<file path="src/rtl/raster_pkg.sv">
package raster_pkg;
  localparam int unsigned LINE_CLKS_DEF   = 228;
  localparam int unsigned HBLANK_CLKS_DEF = 40;
  localparam int unsigned NTSC_LINES_DEF  = 262;
  localparam int unsigned PAL_LINES_DEF   = 312;
  localparam int unsigned VSYNC_LINES_DEF = 6;
  localparam int unsigned POST_SYNC_DEF   = 16;
  localparam int unsigned TOP_BLANK_DEF   = 10;

  typedef struct packed {
    logic vblank;
    logic vsync;
  } vdec_t;
endpackage

</file>
<file path="src/rtl/raster_hcount.sv">
module raster_hcount #(
  parameter int unsigned LINE_CLKS   = 228,
  parameter int unsigned HBLANK_CLKS = 40,
  parameter int unsigned HW          = 8
) (
  input  logic          clk_i,
  input  logic          rst_ni,
  input  logic          cc_en_i,
  output logic [HW-1:0] h_cnt_o,
  output logic          line_end_o,
  output logic          hblank_o
);
  logic [HW-1:0] h_q, h_nxt;
  logic          last;

  assign last       = (h_q == HW'(LINE_CLKS - 1));
  assign h_nxt      = last ? '0 : h_q + 1'b1;
  assign line_end_o = cc_en_i & last;
  assign h_cnt_o    = h_q;

  always_ff @(posedge clk_i or negedge rst_ni) begin
    if (!rst_ni) begin
      h_q      <= '0;
      hblank_o <= 1'b1;
    end else if (cc_en_i) begin
      h_q      <= h_nxt;
      hblank_o <= (h_nxt < HW'(HBLANK_CLKS));
    end
  end
endmodule

</file>
<file path="src/rtl/raster_vcount.sv">
module raster_vcount
  import raster_pkg::*;
#(
  parameter int unsigned NTSC_LINES  = 262,
  parameter int unsigned PAL_LINES   = 312,
  parameter int unsigned VSYNC_LINES = 6,
  parameter int unsigned POST_SYNC   = 16,
  parameter int unsigned TOP_BLANK   = 10,
  parameter int unsigned VW          = 9
) (
  input  logic          clk_i,
  input  logic          rst_ni,
  input  logic          line_end_i,
  input  logic          pal_i,
  output logic [VW-1:0] v_cnt_o,
  output logic          vblank_o,
  output logic          vsync_o,
  output logic [VW-2:0] vcount_o
);
  // lines of blank after sync that fall before the wrap
  localparam int unsigned TAIL_LINES = POST_SYNC - TOP_BLANK;
  localparam int unsigned VS_NTSC    = NTSC_LINES - TAIL_LINES - VSYNC_LINES;
  localparam int unsigned VS_PAL     = PAL_LINES - TAIL_LINES - VSYNC_LINES;
  // extra PAL lines sit ahead of sync, so blank starts at the NTSC sync line
  localparam int unsigned VBL_START  = VS_NTSC;

  logic [VW-1:0] v_q, v_nxt, last_line, vs_start;
  vdec_t         dec;

  assign last_line = pal_i ? VW'(PAL_LINES - 1) : VW'(NTSC_LINES - 1);
  assign vs_start  = pal_i ? VW'(VS_PAL) : VW'(VS_NTSC);
  assign v_nxt     = (v_q >= last_line) ? '0 : v_q + 1'b1;

  always_comb begin
    dec.vblank = (v_nxt >= VW'(VBL_START)) || (v_nxt < VW'(TOP_BLANK));
    dec.vsync  = (v_nxt >= vs_start) && (v_nxt < vs_start + VW'(VSYNC_LINES));
  end

  assign v_cnt_o = v_q;

  always_ff @(posedge clk_i or negedge rst_ni) begin
    if (!rst_ni) begin
      v_q      <= '0;
      vblank_o <= 1'b1;
      vsync_o  <= 1'b0;
      vcount_o <= '0;
    end else if (line_end_i) begin
      v_q      <= v_nxt;
      vblank_o <= dec.vblank;
      vsync_o  <= dec.vsync;
      vcount_o <= v_nxt[VW-1:1];
    end
  end
endmodule

</file>
<file path="src/rtl/raster_wsync_latch.sv">
module raster_wsync_latch (
  input  logic clk_i,
  input  logic rst_ni,
  input  logic set_i,
  input  logic clr_i,
  output logic ready_o
);
  logic wait_q;

  // set wins over a clear on the same edge
  always_ff @(posedge clk_i or negedge rst_ni) begin
    if (!rst_ni)    wait_q <= 1'b0;
    else if (set_i) wait_q <= 1'b1;
    else if (clr_i) wait_q <= 1'b0;
  end

  assign ready_o = ~wait_q;
endmodule

</file>
<file path="src/rtl/raster_timing_gen.sv">
module raster_timing_gen
  import raster_pkg::*;
#(
  parameter int unsigned LINE_CLKS   = LINE_CLKS_DEF,
  parameter int unsigned HBLANK_CLKS = HBLANK_CLKS_DEF,
  parameter int unsigned NTSC_LINES  = NTSC_LINES_DEF,
  parameter int unsigned PAL_LINES   = PAL_LINES_DEF,
  parameter int unsigned VSYNC_LINES = VSYNC_LINES_DEF,
  parameter int unsigned POST_SYNC   = POST_SYNC_DEF,
  parameter int unsigned TOP_BLANK   = TOP_BLANK_DEF,
  parameter int unsigned HW          = $clog2(LINE_CLKS),
  parameter int unsigned VW          = $clog2(PAL_LINES)
) (
  input  logic          clk_i,
  input  logic          rst_ni,
  input  logic          cc_en_i,
  input  logic          pal_i,
  input  logic          wsync_wr_i,
  output logic          hblank_o,
  output logic          vblank_o,
  output logic          vsync_o,
  output logic [VW-2:0] vcount_o,
  output logic          ready_o
);
  logic [HW-1:0] h_cnt;
  logic [VW-1:0] v_cnt;
  logic          line_end;

  raster_hcount #(
    .LINE_CLKS  (LINE_CLKS),
    .HBLANK_CLKS(HBLANK_CLKS),
    .HW         (HW)
  ) i_hcount (
    .clk_i     (clk_i),
    .rst_ni    (rst_ni),
    .cc_en_i   (cc_en_i),
    .h_cnt_o   (h_cnt),
    .line_end_o(line_end),
    .hblank_o  (hblank_o)
  );

  raster_vcount #(
    .NTSC_LINES (NTSC_LINES),
    .PAL_LINES  (PAL_LINES),
    .VSYNC_LINES(VSYNC_LINES),
    .POST_SYNC  (POST_SYNC),
    .TOP_BLANK  (TOP_BLANK),
    .VW         (VW)
  ) i_vcount (
    .clk_i     (clk_i),
    .rst_ni    (rst_ni),
    .line_end_i(line_end),
    .pal_i     (pal_i),
    .v_cnt_o   (v_cnt),
    .vblank_o  (vblank_o),
    .vsync_o   (vsync_o),
    .vcount_o  (vcount_o)
  );

  // line end is the edge where the next horizontal blank begins
  raster_wsync_latch i_wsync (
    .clk_i  (clk_i),
    .rst_ni (rst_ni),
    .set_i  (wsync_wr_i),
    .clr_i  (line_end),
    .ready_o(ready_o)
  );
endmodule

</file>
<file path="config.mk">
export PLATFORM = sky130hd
export DESIGN_NAME = raster_timing_gen
export DESIGN_NICKNAME = d
export VERILOG_FILES = /design/src/rtl/raster_pkg.sv /design/src/rtl/raster_hcount.sv /design/src/rtl/raster_vcount.sv /design/src/rtl/raster_wsync_latch.sv /design/src/rtl/raster_timing_gen.sv
export SDC_FILE = /design/constraint.sdc
export NUM_CORES = 1
export LEC_CHECK = 0
export ABC_CLOCK_PERIOD_IN_PS = 2500
export BUFFER_PORTS_ARGS = -buffer_cell sky130_fd_sc_hd__buf_2
export CAP_MARGIN = 30
export CORE_MARGIN = 10
export CORE_UTILIZATION = 53
export DETAILED_ROUTE_END_ITERATION = 12
export PLACE_DENSITY_LB_ADDON = 0.05
export SYNTH_ARGS = -nofsm -noshare
export SYNTH_HDL_FRONTEND = slang
export SYNTH_SLANG_ARGS = --single-unit
export TNS_END_PERCENT = 50
</file>
<file path="constraint.sdc">
create_clock -name clk_i -period 2.5 [get_ports clk_i]
set_clock_uncertainty 0.05 [all_clocks]
set_input_delay 0.25 -clock clk_i [delete_from_list [all_inputs] [get_ports clk_i]]
set_output_delay 0.25 -clock clk_i [all_outputs]
set_load 0.005 [all_outputs]
</file>
[Yosys cells after proc, flatten, opt, wreduce, memory -nomap -nowiden]
Cells that the tools add are included.
Storage, ports and cells
  register bits after elaboration: 29
  bits of input ports: 5
  output and inout port bits: 12
  logic and storage cells: 28
Operators by class
  $add $sub $neg: 3
  $lt $le $gt $ge: 6
  equality and inequality tests: 1
  multiplexer cells: 6
  bitwise operators: 2
  reduce and logical (&&, ||, !) cells: 3
Operators by type and width (number)
  9-bit greater-or-equal comparator: 2
  9-bit two-way mux: 2
  9-bit by 1-bit adder with 9-bit output, second input constant: 1
  9-bit by 3-bit adder with 9-bit output, second input constant: 1
  9-bit by 8-bit greater-or-equal comparator with 1-bit output, second input constant: 1
  9-bit by 4-bit < comparator with 1-bit output, second input constant: 1
  9-bit < comparator: 1
  8-bit by 1-bit adder with 8-bit output, second input constant: 1
  8-bit == test, second input constant: 1
  8-bit by 6-bit < comparator with 1-bit output, second input constant: 1
  8-bit two-way mux: 1
  6-bit two-way mux: 1
  1-bit two-way mux: 2
  2-bit nonzero test: 1
  1-bit AND: 1
  1-bit logical AND: 1
  1-bit logical OR: 1
  1-bit inverter: 1

[Logic depth before layout (Yosys ltp)]
Gate-level depths: netlist of the first run.
  depth in word-level cells: 5
  mapped depth: 14
  gate-level depth less buffers: 13

[Cells and area by module]
From an unflattened synthesis of the first run, not the netlist that was laid out.
Unflattened totals
  cells, all modules: 202
  area, all modules: 1870.5 µm²
By module, submodules not included
  raster_vcount: times used 1, cells each 138, area each 1229.9 µm², seq. area each 276.5 µm²
  raster_hcount: times used 1, cells each 61, area each 600.6 µm², seq. area each 226.5 µm²
  raster_wsync_latch: times used 1, cells each 3, area each 40.0 µm², seq. area each 25.0 µm²

[Least setup slack after synthesis of the first run]
OpenSTA, ideal clock, no wires.
  path kind: register -> register
  start: reg i_vcount.v_q[5], in the netlist i_vcount.v_cnt_o[5]
  end: reg i_vcount.vsync_o
  library setup time: 0.096 ns
  data arrival time: 2.570 ns
  required time: 2.354 ns
  setup slack: -0.216 ns
  stages on the path, launching flop included: 11
  buffers on the path: 1
  period minus slack after synthesis: 2.716 ns
  cell sequence: dfrtp_1 ha_1 a211o_1 o31a_1 buf_6 nor2_1 ha_1 a21oi_1 a21boi_0 o31a_1 a311oi_2
Between the ends
  word-level cells in the longest chain between the ends: 4
  elaborated cells between the ends (all ways): 6
  classes of those cells: 1 x add/sub; 3 x order compare; 1 x mux; 1 x reduce/logical
Ends and longest elaborated chain
  from (decl): RTL line raster_vcount.sv:27  | logic [VW-1:0] v_q, v_nxt, last_line, vs_start;
  from (signal assigned): RTL line raster_vcount.sv:48  | v_q <= v_nxt;
  9-bit greater-or-equal comparator (*): RTL line raster_vcount.sv:32  | assign v_nxt = (v_q >= last_line) ? '0 : v_q + 1'b1;
  9-bit two-way mux (*): RTL line raster_vcount.sv:32
  net i_vcount.v_nxt[4]: RTL line raster_vcount.sv:27
  9-bit greater-or-equal comparator / 9-bit < comparator (equally long branches): RTL line raster_vcount.sv:36  | dec.vsync = (v_nxt >= vs_start) && (v_nxt < vs_start + VW'(VSYNC_LINES));
  1-bit logical AND (*): RTL line raster_vcount.sv:36
  to (signal assigned): RTL line raster_vcount.sv:50  | vsync_o <= dec.vsync;
  to (decl): RTL line raster_vcount.sv:17  | output logic vsync_o,
Mark *: on every way through the listed nets, which the timed path passes. The rest lies on a longest branch.
A chain may end at the register's enable or synchronous reset.

[Final worst setup path of the first run]
Ends and elaborated chain as after synthesis.

==> impl_metrics.csv, run 1 <==
group,metric,value,unit
run_status,outcome,"finished with violations",
run_status,violations,"negative setup slack",
setup_path,critPathCaptureType,"flop",
sta,fin_crit,2.52,ns
setup_path,path_max_fanout,5,
logic_synthesis,synth-edff-count,0,
routing,postRouteAntennaNets,0,
clock_network,cts.sinks,21,
setup_path,cp-start-kind,"flop",
sta,finalMaxSlewViolations,0,
clock_network,cts.clk_slew.worst_paths,0.12,ns
place,portBuffers,16,
layout,fillCellCount,254,
pwr,p_per_area,401,nW/um2
logic_synthesis,yosysWarnings,0,
global_route,grt_overflow,0,
clock_network,clk_latency,0.31,ns
routing,drt_wl_total,4.18,mm
logic_synthesis,yosysSeqAreaShare,31.7,%
sta,fin_ws,-0.0183,ns
layout,drive_above_1_share,36.7,%
clock_network,clk_path_buf_depth,2,
global_route,grt_usage,14.1,%
setup_path,arrival,2.70,ns
logic_synthesis,synth_top_area_share,28.5,%
setup_path,critPathKind,"flop to flop",
logic_synthesis,syn-mean-instance-area,9.16,um2
place,routabilityCongestion,0.882,
global_route,grt_util_met3,2.00,%
die,row_count,20,
routing,drc,0,
logic_synthesis,synth.largest_area_cell,"dfrtp_1",
clock_network,cts_root_buffer,"clkbuf_4",
sta,max_clock_freq,397,MHz
setup_path,worstRegToRegCells,10,
global_route,grt_max_degree,22,
pwr,power,803,uW
sta,hold_viol,0,
routing,initialDrtViolationCount,93,
routing,num_vias,1418,
sta,finalSetupTns,-0.0183,ns
place,hpwl,3.10,mm
pwr,power.leakage,0.912,nW
die,initial_core_util,55.0,%
worst_hold_path,holdPathStages,2,
die,io_pins,17,
worst_hold_path,holdCritPathClass,"input pin to flop",
logic_synthesis,yosysUniqueCellTypes,48,
global_route,antenna_found_initial,0,
logic_synthesis,yosysMostFrequentCell,"nand2_1",
die,fp.dieH,76.1,um
sta,rsz0062_at_grt,"true",
global_route,grt-busiest-layer,"met2",
sta,post-route-period-util,101,%
sta,max_slew_margin,65.1,%
die,die_x,76.1,um
logic_synthesis,synthTopCellsByCount,"nand2_1, dfrtp_1, ha_1, nor2_1, o21ai_0",
logic_synthesis,synth_area,1670,um2
sta,worst_pin_slew,0.523,ns
layout,synthToLayoutAreaGrowth,20.0,%
pwr,vdd_drop_max,0.296,mV
place,dp_cells,245,
die,die_area,5790,um2
logic_synthesis,async_reset_ff_share,100,%
logic_synthesis,synth_fp_nets,202,
global_route,use_met2,25.9,%
setup_path,critical_path_required,2.68,ns
layout,nets,228,
global_route,grt_pass1_wl,6.81,mm
global_route,met1_usage,15.3,%
die,core,3030,um2
setup_path,slowest_stage,"dfrtp_2",
place,pre_cts_ws,-0.150,ns
flow_run,max_cap_viol_count,0,
setup_path,cp_slowest_stage_delay,0.45,ns
clock_network,htree_levels,1,
clock_network,cts_buffers,3,
routing,post_drt_via_cell_ratio,5.65,
layout,stdcell_count,251,
logic_synthesis,syn_inst,182,
setup_path,worstPathCellList,"ha_4, a211o_1, o31a_1, buf_4, nor2_4, ha_4, o211ai_1, a21boi_1, o31a_1, a311oi_2",
clock_network,tritoncts,"done",
routing,firstDrtPassIters,4,
logic_synthesis,ys_ff_latch,21,
global_route,grt_pass1_vias,1418,
routing,wl_per_cell,16.6,um
sta,setup_violations,1,
layout,n_antenna_cell,0,
logic_synthesis,synthFlopType,"dfrtp_1",
logic_synthesis,synthTopCellsByArea,"dfrtp_1, ha_1, nand2_1",
[worst paths after layout]
check	from	endpoint	slack, ns
hold reg to reg	i_wsync.wait_q	i_wsync.wait_q	0.44
max in group asynchronous	rst_ni	i_vcount.v_cnt_o[5]	1.66
hold / removal	wsync_wr_i	i_wsync.wait_q	0.06
setup reg to reg	i_vcount.v_cnt_o[5]	i_vcount.vsync_o	-0.02
min in group asynchronous	rst_ni	i_vcount.v_cnt_o[3]	0.37
setup / recovery	i_vcount.v_cnt_o[5]	i_vcount.vsync_o	-0.02
[layout make-up]
cell class                 instances  area, um2  area share (%)
inverter                           6       26.3            1.31
timing repair buffer              36        240            12.0
multi-input combinational        140       1120            56.1
tap                               44       55.1            2.75
sequential                        21        531            26.5
clock buffer                       4       26.3            1.31
[cells by family after synthesis]
group | share of synthesized area [%]
multiplexers | 2.63
AO/OA/AOI/OAI | 15.5
adder cells (fa/ha/maj) | 11.3
flip-flops | 31.7
buffers and inverters | 8.41
AND/OR/NAND/NOR | 24.2
XOR/XNOR | 6.38
[flip-flops by register name, indices dropped and copies added (netlist names)]
register           count
i_hcount.h_cnt_o       8
i_hcount.hblank_o      1
i_vcount.v_cnt_o       9
i_vcount.vblank_o      1
i_vcount.vsync_o       1
i_wsync.wait_q         1
[power breakdown]
group | total, mW | internal [mW] | switching [mW]
clock | 0.171 | 0.0624 | 0.109
combinational | 0.165 | 0.0836 | 0.0817
sequential | 0.466 | 0.391 | 0.0753
[routing by layer]
| metal | vias to the layer above | wire length, um |
|---|---|---|
| met5 | - | 0 |
| met4 | 0 | 159 |
| met3 | 17 | 197 |
| met2 | 45 | 2140 |
| met1 | 673 | 1680 |
| li1 | 683 | - |
[stage by stage]
step	utilization, %	instance area, um2	hold WS [ns]
after detailed placement	61.2	1850	0.197
after global placement	61.2	1850	0.194
after CTS	64.0	1940	0.0537
after floorplan	-	1700	-0.0956
after global routing	66.0	2000	0.0470
final	66.0	2000	0.0552
[repair_timing]
action	CTS	global route
pin swaps	1	5
endpoints found under the setup margin	1	1
hold endpoints to repair	19	0
hold buffers	1	0
resized for setup	8	10
setup buffers	0	1
[critical path, delay by kind of cell (launching register included)]
family          cells  cell delay (ns)
compound gates      6             1.20
flops               1             0.45
fa+ha+maj           2             0.44
buf+inv             1             0.17
simple gates        1             0.12
[cells in the final DEF, fill, tap and decap left out, types with 3 or more instances in the layout]
master and count:
nand2_1 28, dfrtp_1 17, buf_4 17, buf_2 16, nor2_1 10, o21ai_0 9
xnor2_1 7, ha_1 7, nor3_1 6, ha_4 6, inv_1 5, nand3_1 4
a21oi_1 4, nor2b_1 4, a21o_1 4, nor2_2 3, nand4_1 3, mux2_2 3
clkbuf_4 3
Power figures use the tool's default switching activity.
==> inputs of run 2 (changes only) <==
- CTS_BUF_LIST: not set -> sky130_fd_sc_hd__clkbuf_16
- GPL_TIMING_DRIVEN: not set -> 0
- SKIP_LAST_GASP: not set -> 1
==> impl_metrics.csv, run 2 (synthesis results as in run 1) <==
group,metric,value,unit
sta,max_clock_freq,389,MHz
die,fp.dieH,76.1,um
routing,num_vias,1372,
layout,most-common-layout-cells,"nand2_1, buf_2, dfrtp_1",
setup_path,critPathKind,"flop to flop",
clock_network,cts.sinks,21,
sta,hold_viol,0,
place,routabilityCongestion,0.827,
global_route,grt_pass1_vias,1322,
clock_network,clk_path_buf_depth,2,
layout,nets,228,
sta,max_slew_margin,66.5,%
flow_run,max_cap_viol_count,0,
global_route,grt_max_degree,22,
global_route,grt_usage,12.1,%
routing,initialDrtViolationCount,93,
pwr,p_per_area,493,nW/um2
sta,worst_pin_slew,0.502,ns
sta,rsz0062_at_grt,"true",
pwr,vdd_drop_max,0.424,mV
setup_path,crit_buf_inv,1,
routing,drt_wl_total,3.59,mm
routing,drc,0,
layout,n_antenna_cell,0,
setup_path,cp_slowest_stage_delay,0.42,ns
global_route,antenna_found_initial,0,
layout,fillCellCount,269,
setup_path,worstPathCellList,"ha_4, a211o_1, o31a_1, buf_6, nand2b_4, ha_1, nand2_1, nand2_1, a211oi_2, nor2_1, o211ai_2, a311oi_2",
setup_path,path_max_fanout,7,
sta,fin_crit,2.57,ns
clock_network,cts_buffers,3,
routing,wl_per_cell,14.3,um
clock_network,tritoncts,"done",
layout,final_cell_area,1970,um2
sta,fin_ws,-0.0720,ns
global_route,grt_overflow,0,
layout,drive_above_1_share,30.9,%
global_route,grt_pass1_wl,5.91,mm
routing,firstDrtPassIters,4,
sta,post-route-period-util,103,%
routing,postRouteAntennaNets,0,
layout,stdcell_count,251,
setup_path,r2r_slack,-0.07,ns
layout,synthToLayoutAreaGrowth,18.2,%
worst_hold_path,holdCritPathClass,"input pin to flop",
run_status,outcome,"finished with violations",
die,row_count,20,
clock_network,cts_root_buffer,"clkbuf_16",
die,die_x,76.1,um
setup_path,critical-path-top-delay-family,"compound AO/OA/AOI/OAI gates",
die,core,3030,um2
setup_path,slowest_stage,"dfrtp_2",
die,die_area,5790,um2
clock_network,htree_levels,1,
sta,finalSetupTns,-0.0720,ns
setup_path,critical_path_required,2.61,ns
clock_network,clk_latency,0.26,ns
sta,finalMaxSlewViolations,0,
setup_path,cp-start-kind,"flop",
layout,utilization,65.0,%
setup_path,arrival,2.68,ns
pwr,power.leakage,0.938,nW
layout,largest_register_ffs,9,
sta,hold_ws,0.121,ns
place,hpwl,2.69,mm
run_status,violations,"negative setup slack",
setup_path,crit_path_frequent_cell,"nand2_1",
clock_network,cts.clk_slew.worst_paths,0.06,ns
sta,setup_violations,1,
place,portBuffers,16,
place,dp_cells,242,
place,placed_area,1830,um2
routing,post_drt_via_cell_ratio,5.47,
layout,final_common_cell,"nand2_1",
setup_path,critPathCaptureType,"flop",
die,io_pins,17,
die,initial_core_util,55.0,%
-- run 2: final timing paths --
kind	start	end	cells past startpoint
worst max register to register	i_vcount.v_cnt_o[5]	i_vcount.vsync_o	12
max in group asynchronous	rst_ni	i_vcount.v_cnt_o[1]	2
worst max-delay path	i_vcount.v_cnt_o[5]	i_vcount.vsync_o	12
worst min-delay path	wsync_wr_i	i_wsync.wait_q	2
min in group asynchronous	rst_ni	i_vcount.v_cnt_o[2]	2
worst min register to register	i_wsync.wait_q	i_wsync.wait_q	1
-- run 2: routing by layer --
layer | vias up | routed length [um] | GRT usage (%)
met5 | - | 0 | 0
met4 | 0 | 50 | 3.90
met3 | 5 | 146 | 2.83
met2 | 24 | 1890 | 23.0
met1 | 662 | 1500 | 12.6
li1 | 681 | - | -
-- run 2: worst register-to-register path: cells and delay by family (launching register included) --
family / cells / cell delay, ns
flip-flops: 1 / 0.42
adder cells (fa/ha/maj): 2 / 0.49
buffers and inverters: 1 / 0.15
AND/OR/NAND/NOR: 4 / 0.41
AO/OA/AOI/OAI: 5 / 0.95
-- run 2: report_power, final --
group	switching (mW)	total, mW	internal (mW)	leakage, nW
Combinational	0.0958	0.177	0.0814	0.632
Clock	0.133	0.347	0.214	0.0423
Sequential	0.0550	0.447	0.392	0.263
-- run 2: area by class of cell --
class | instances | area [um2] | share of cell area, %
Buffer | 15 | 118 | 5.97
Multi-Input combinational cell | 140 | 1040 | 52.7
Timing Repair Buffer | 21 | 120 | 6.10
Tap cell | 44 | 55.1 | 2.80
Inverter | 6 | 26.3 | 1.33
Clock inverter | 1 | 3.75 | 0.191
Clock buffer | 3 | 75.1 | 3.81
Sequential cell | 21 | 533 | 27.1
-- run 2: per-stage QoR --
stage	power, mW	worst slack [ns]
3_5_place_dp	0.630	-0.491
2_1_floorplan	0.572	0.00710
5_1_grt	1.02	-0.184
3_3_place_gp	0.616	-0.397
6_report	0.971	-0.0720
4_1_cts	0.975	-0.107
-- run 2: repair_timing --
| action | 4_1_cts | 5_1_grt |
|---|---|---|
| pin swaps | 4 | 2 |
| hold endpoints to repair | 19 | 0 |
| setup endpoints to repair | 1 | 1 |
| gates resized for setup | 3 | 2 |
| gates cloned | 0 | 0 |
| hold buffers | 1 | 0 |
| setup buffers | 4 | 0 |
==> inputs of run 3 (changes only) <==
- CORE_ASPECT_RATIO: not set -> 0.9
==> impl_metrics.csv, run 3 (synthesis results as in run 1) <==
group,metric,value,unit
place,hpwl,2.62,mm
layout,nets,230,
place,pre_cts_ws,-0.385,ns
layout,drive_above_1_share,34.0,%
layout,synthToLayoutAreaGrowth,20.9,%
place,portBuffers,16,
die,fp.dieH,73.2,um
sta,max_clock_freq,402,MHz
sta,fin_ws,0.0119,ns
global_route,antenna_found_initial,0,
sta,finalSetupTns,0,ns
setup_path,reg2reg_to,"i_vcount.vsync_o",
routing,drc,0,
worst_hold_path,min_to,"i_wsync.wait_q",
sta,fin_crit,2.49,ns
global_route,grt_pass1_vias,1311,
clock_network,clk_path_buf_depth,2,
layout,n_antenna_cell,0,
sta,finalMaxSlewViolations,0,
clock_network,cts_buffers,3,
routing,post_drt_via_cell_ratio,5.45,
routing,drt_wl_total,3.69,mm
setup_path,worstRegToRegCells,11,
routing,num_vias,1367,
routing,initialDrtViolationCount,113,
pwr,vdd_drop_max,0.384,mV
layout,final_common_cell,"nand2_1",
pwr,power.leakage,0.947,nW
layout,largest_register_ffs,9,
routing,postRouteAntennaNets,0,
setup_path,critical_path_required,2.58,ns
run_status,outcome,"finished clean",
pwr,p_per_area,484,nW/um2
place,dp_cells,240,
routing,firstDrtPassIters,4,
layout,most-common-layout-cells,"nand2_1, buf_2, dfrtp_1",
layout,stdcell_count,251,
worst_hold_path,holdPathStages,2,
setup_path,path_max_fanout,8,
sta,hold_viol,0,
die,io_pins,17,
setup_path,arrival,2.56,ns
clock_network,cts.clk_slew.worst_paths,0.06,ns
worst_hold_path,hp-start,"wsync_wr_i",
sta,worst_pin_slew,0.594,ns
clock_network,htree_levels,1,
global_route,grt_pass1_wl,6.22,mm
setup_path,r2r_slack,0.01,ns
clock_network,cts.sinks,21,
sta,setup_violations,0,
global_route,grt_usage,13.1,%
routing,wl_per_cell,14.7,um
clock_network,cts_root_buffer,"clkbuf_16",
global_route,grt_overflow,0,
place,routabilityCongestion,0.821,
setup_path,cp-start-kind,"flop",
die,row_count,19,
sta,rsz0062_at_grt,"true",
die,initial_core_util,54.8,%
clock_network,tritoncts,"done",
setup_path,r2r-start,"i_vcount.v_cnt_o[5]",
worst_hold_path,holdCritPathClass,"input pin to flop",
sta,post-route-period-util,99.5,%
flow_run,max_cap_viol_count,0,
global_route,grt_max_degree,22,
die,die_area,5790,um2
sta,max_slew_margin,60.4,%
die,core,3040,um2
clock_network,clk_latency,0.25,ns
setup_path,critPathCaptureType,"flop",
setup_path,critPathKind,"flop to flop",
die,die_x,79.1,um
run 3: cell types whose count changed in the layout (fill, tap and decap cells not counted), moves of 2 or more:
cell     before  now
a21oi_2       0    2
a21oi_1       6    4
nor2_4        1    3
buf_4        12   14
run 3: worst max path at each step:
stage	cells after the start	start	endpoint	slack (ns)
after floorplan	10	i_vcount.v_cnt_o[5]	i_vcount.vsync_o	0.007
after global placement	12	pal_i	i_vcount.vsync_o	-0.39
after detailed placement	12	pal_i	i_vcount.vsync_o	-0.39
after CTS	10	i_vcount.v_cnt_o[5]	i_vcount.vsync_o	-0.03
after global routing	12	i_vcount.v_cnt_o[5]	i_vcount.vsync_o	-0.11
final	11	i_vcount.v_cnt_o[5]	i_vcount.vsync_o	0.01
run 3: critical path, stage by stage, from the launching register on:
cell      delay, ns
dfrtp_2        0.43
ha_4           0.22
a211o_1        0.25
o31a_1         0.29
buf_6          0.15
buf_4          0.15
nor2_4         0.11
ha_1           0.24
a211oi_2       0.22
nor2_1         0.07
o211ai_2       0.06
a311oi_2       0.10
run 3: layout make-up:
cell class                 count  area (um2)
timing repair buffer          23         135
buffer                        15         118
multi-input combinational    140        1070
sequential                    21         533
clock inverter                 1        5.00
inverter                       6        26.3
tap                           42        52.6
clock buffer                   3        75.1
fill                         271        1030
run 3: metal layers:
layer | vias to the layer above | share of wire, % | GRT usage, %
met5 | - | 0 | 0
met4 | 0 | 0.62 | 3.58
met3 | 2 | 4.6 | 3.08
met2 | 26 | 43 | 19.9
met1 | 652 | 51 | 18.1
li1 | 687 | - | -
run 3: report_power, final:
| group | switching, mW | leakage [nW] | total (mW) | internal, mW |
|---|---|---|---|---|
| logic | 0.0996 | 0.643 | 0.182 | 0.0828 |
| clock network | 0.133 | 0.0409 | 0.348 | 0.215 |
| registers | 0.0541 | 0.263 | 0.446 | 0.392 |
| total | 0.287 | 0.947 | 0.977 | 0.690 |
run 3: timing repair:
item / in CTS / in global routing
pin swaps: 6 / 3
setup endpoints to repair: 1 / 1
buffers inserted: 5 / 1
hold buffers: 1 / 0
endpoints found under the hold margin: 19 / 0
resized for setup: 7 / 5
run 3: through the flow:
step | hold slack [ns] | power (mW) | util (%) | instance area [um2]
finish | 0.126 | 0.977 | 66.2 | 2020
global route | 0.137 | 1.03 | 66.2 | 2020
global placement | 0.186 | 0.616 | 60.2 | 1830
floorplan | -0.0956 | 0.572 | - | 1700
detailed placement | 0.199 | 0.629 | 60.2 | 1830
CTS | 0.127 | 0.983 | 65.5 | 1990
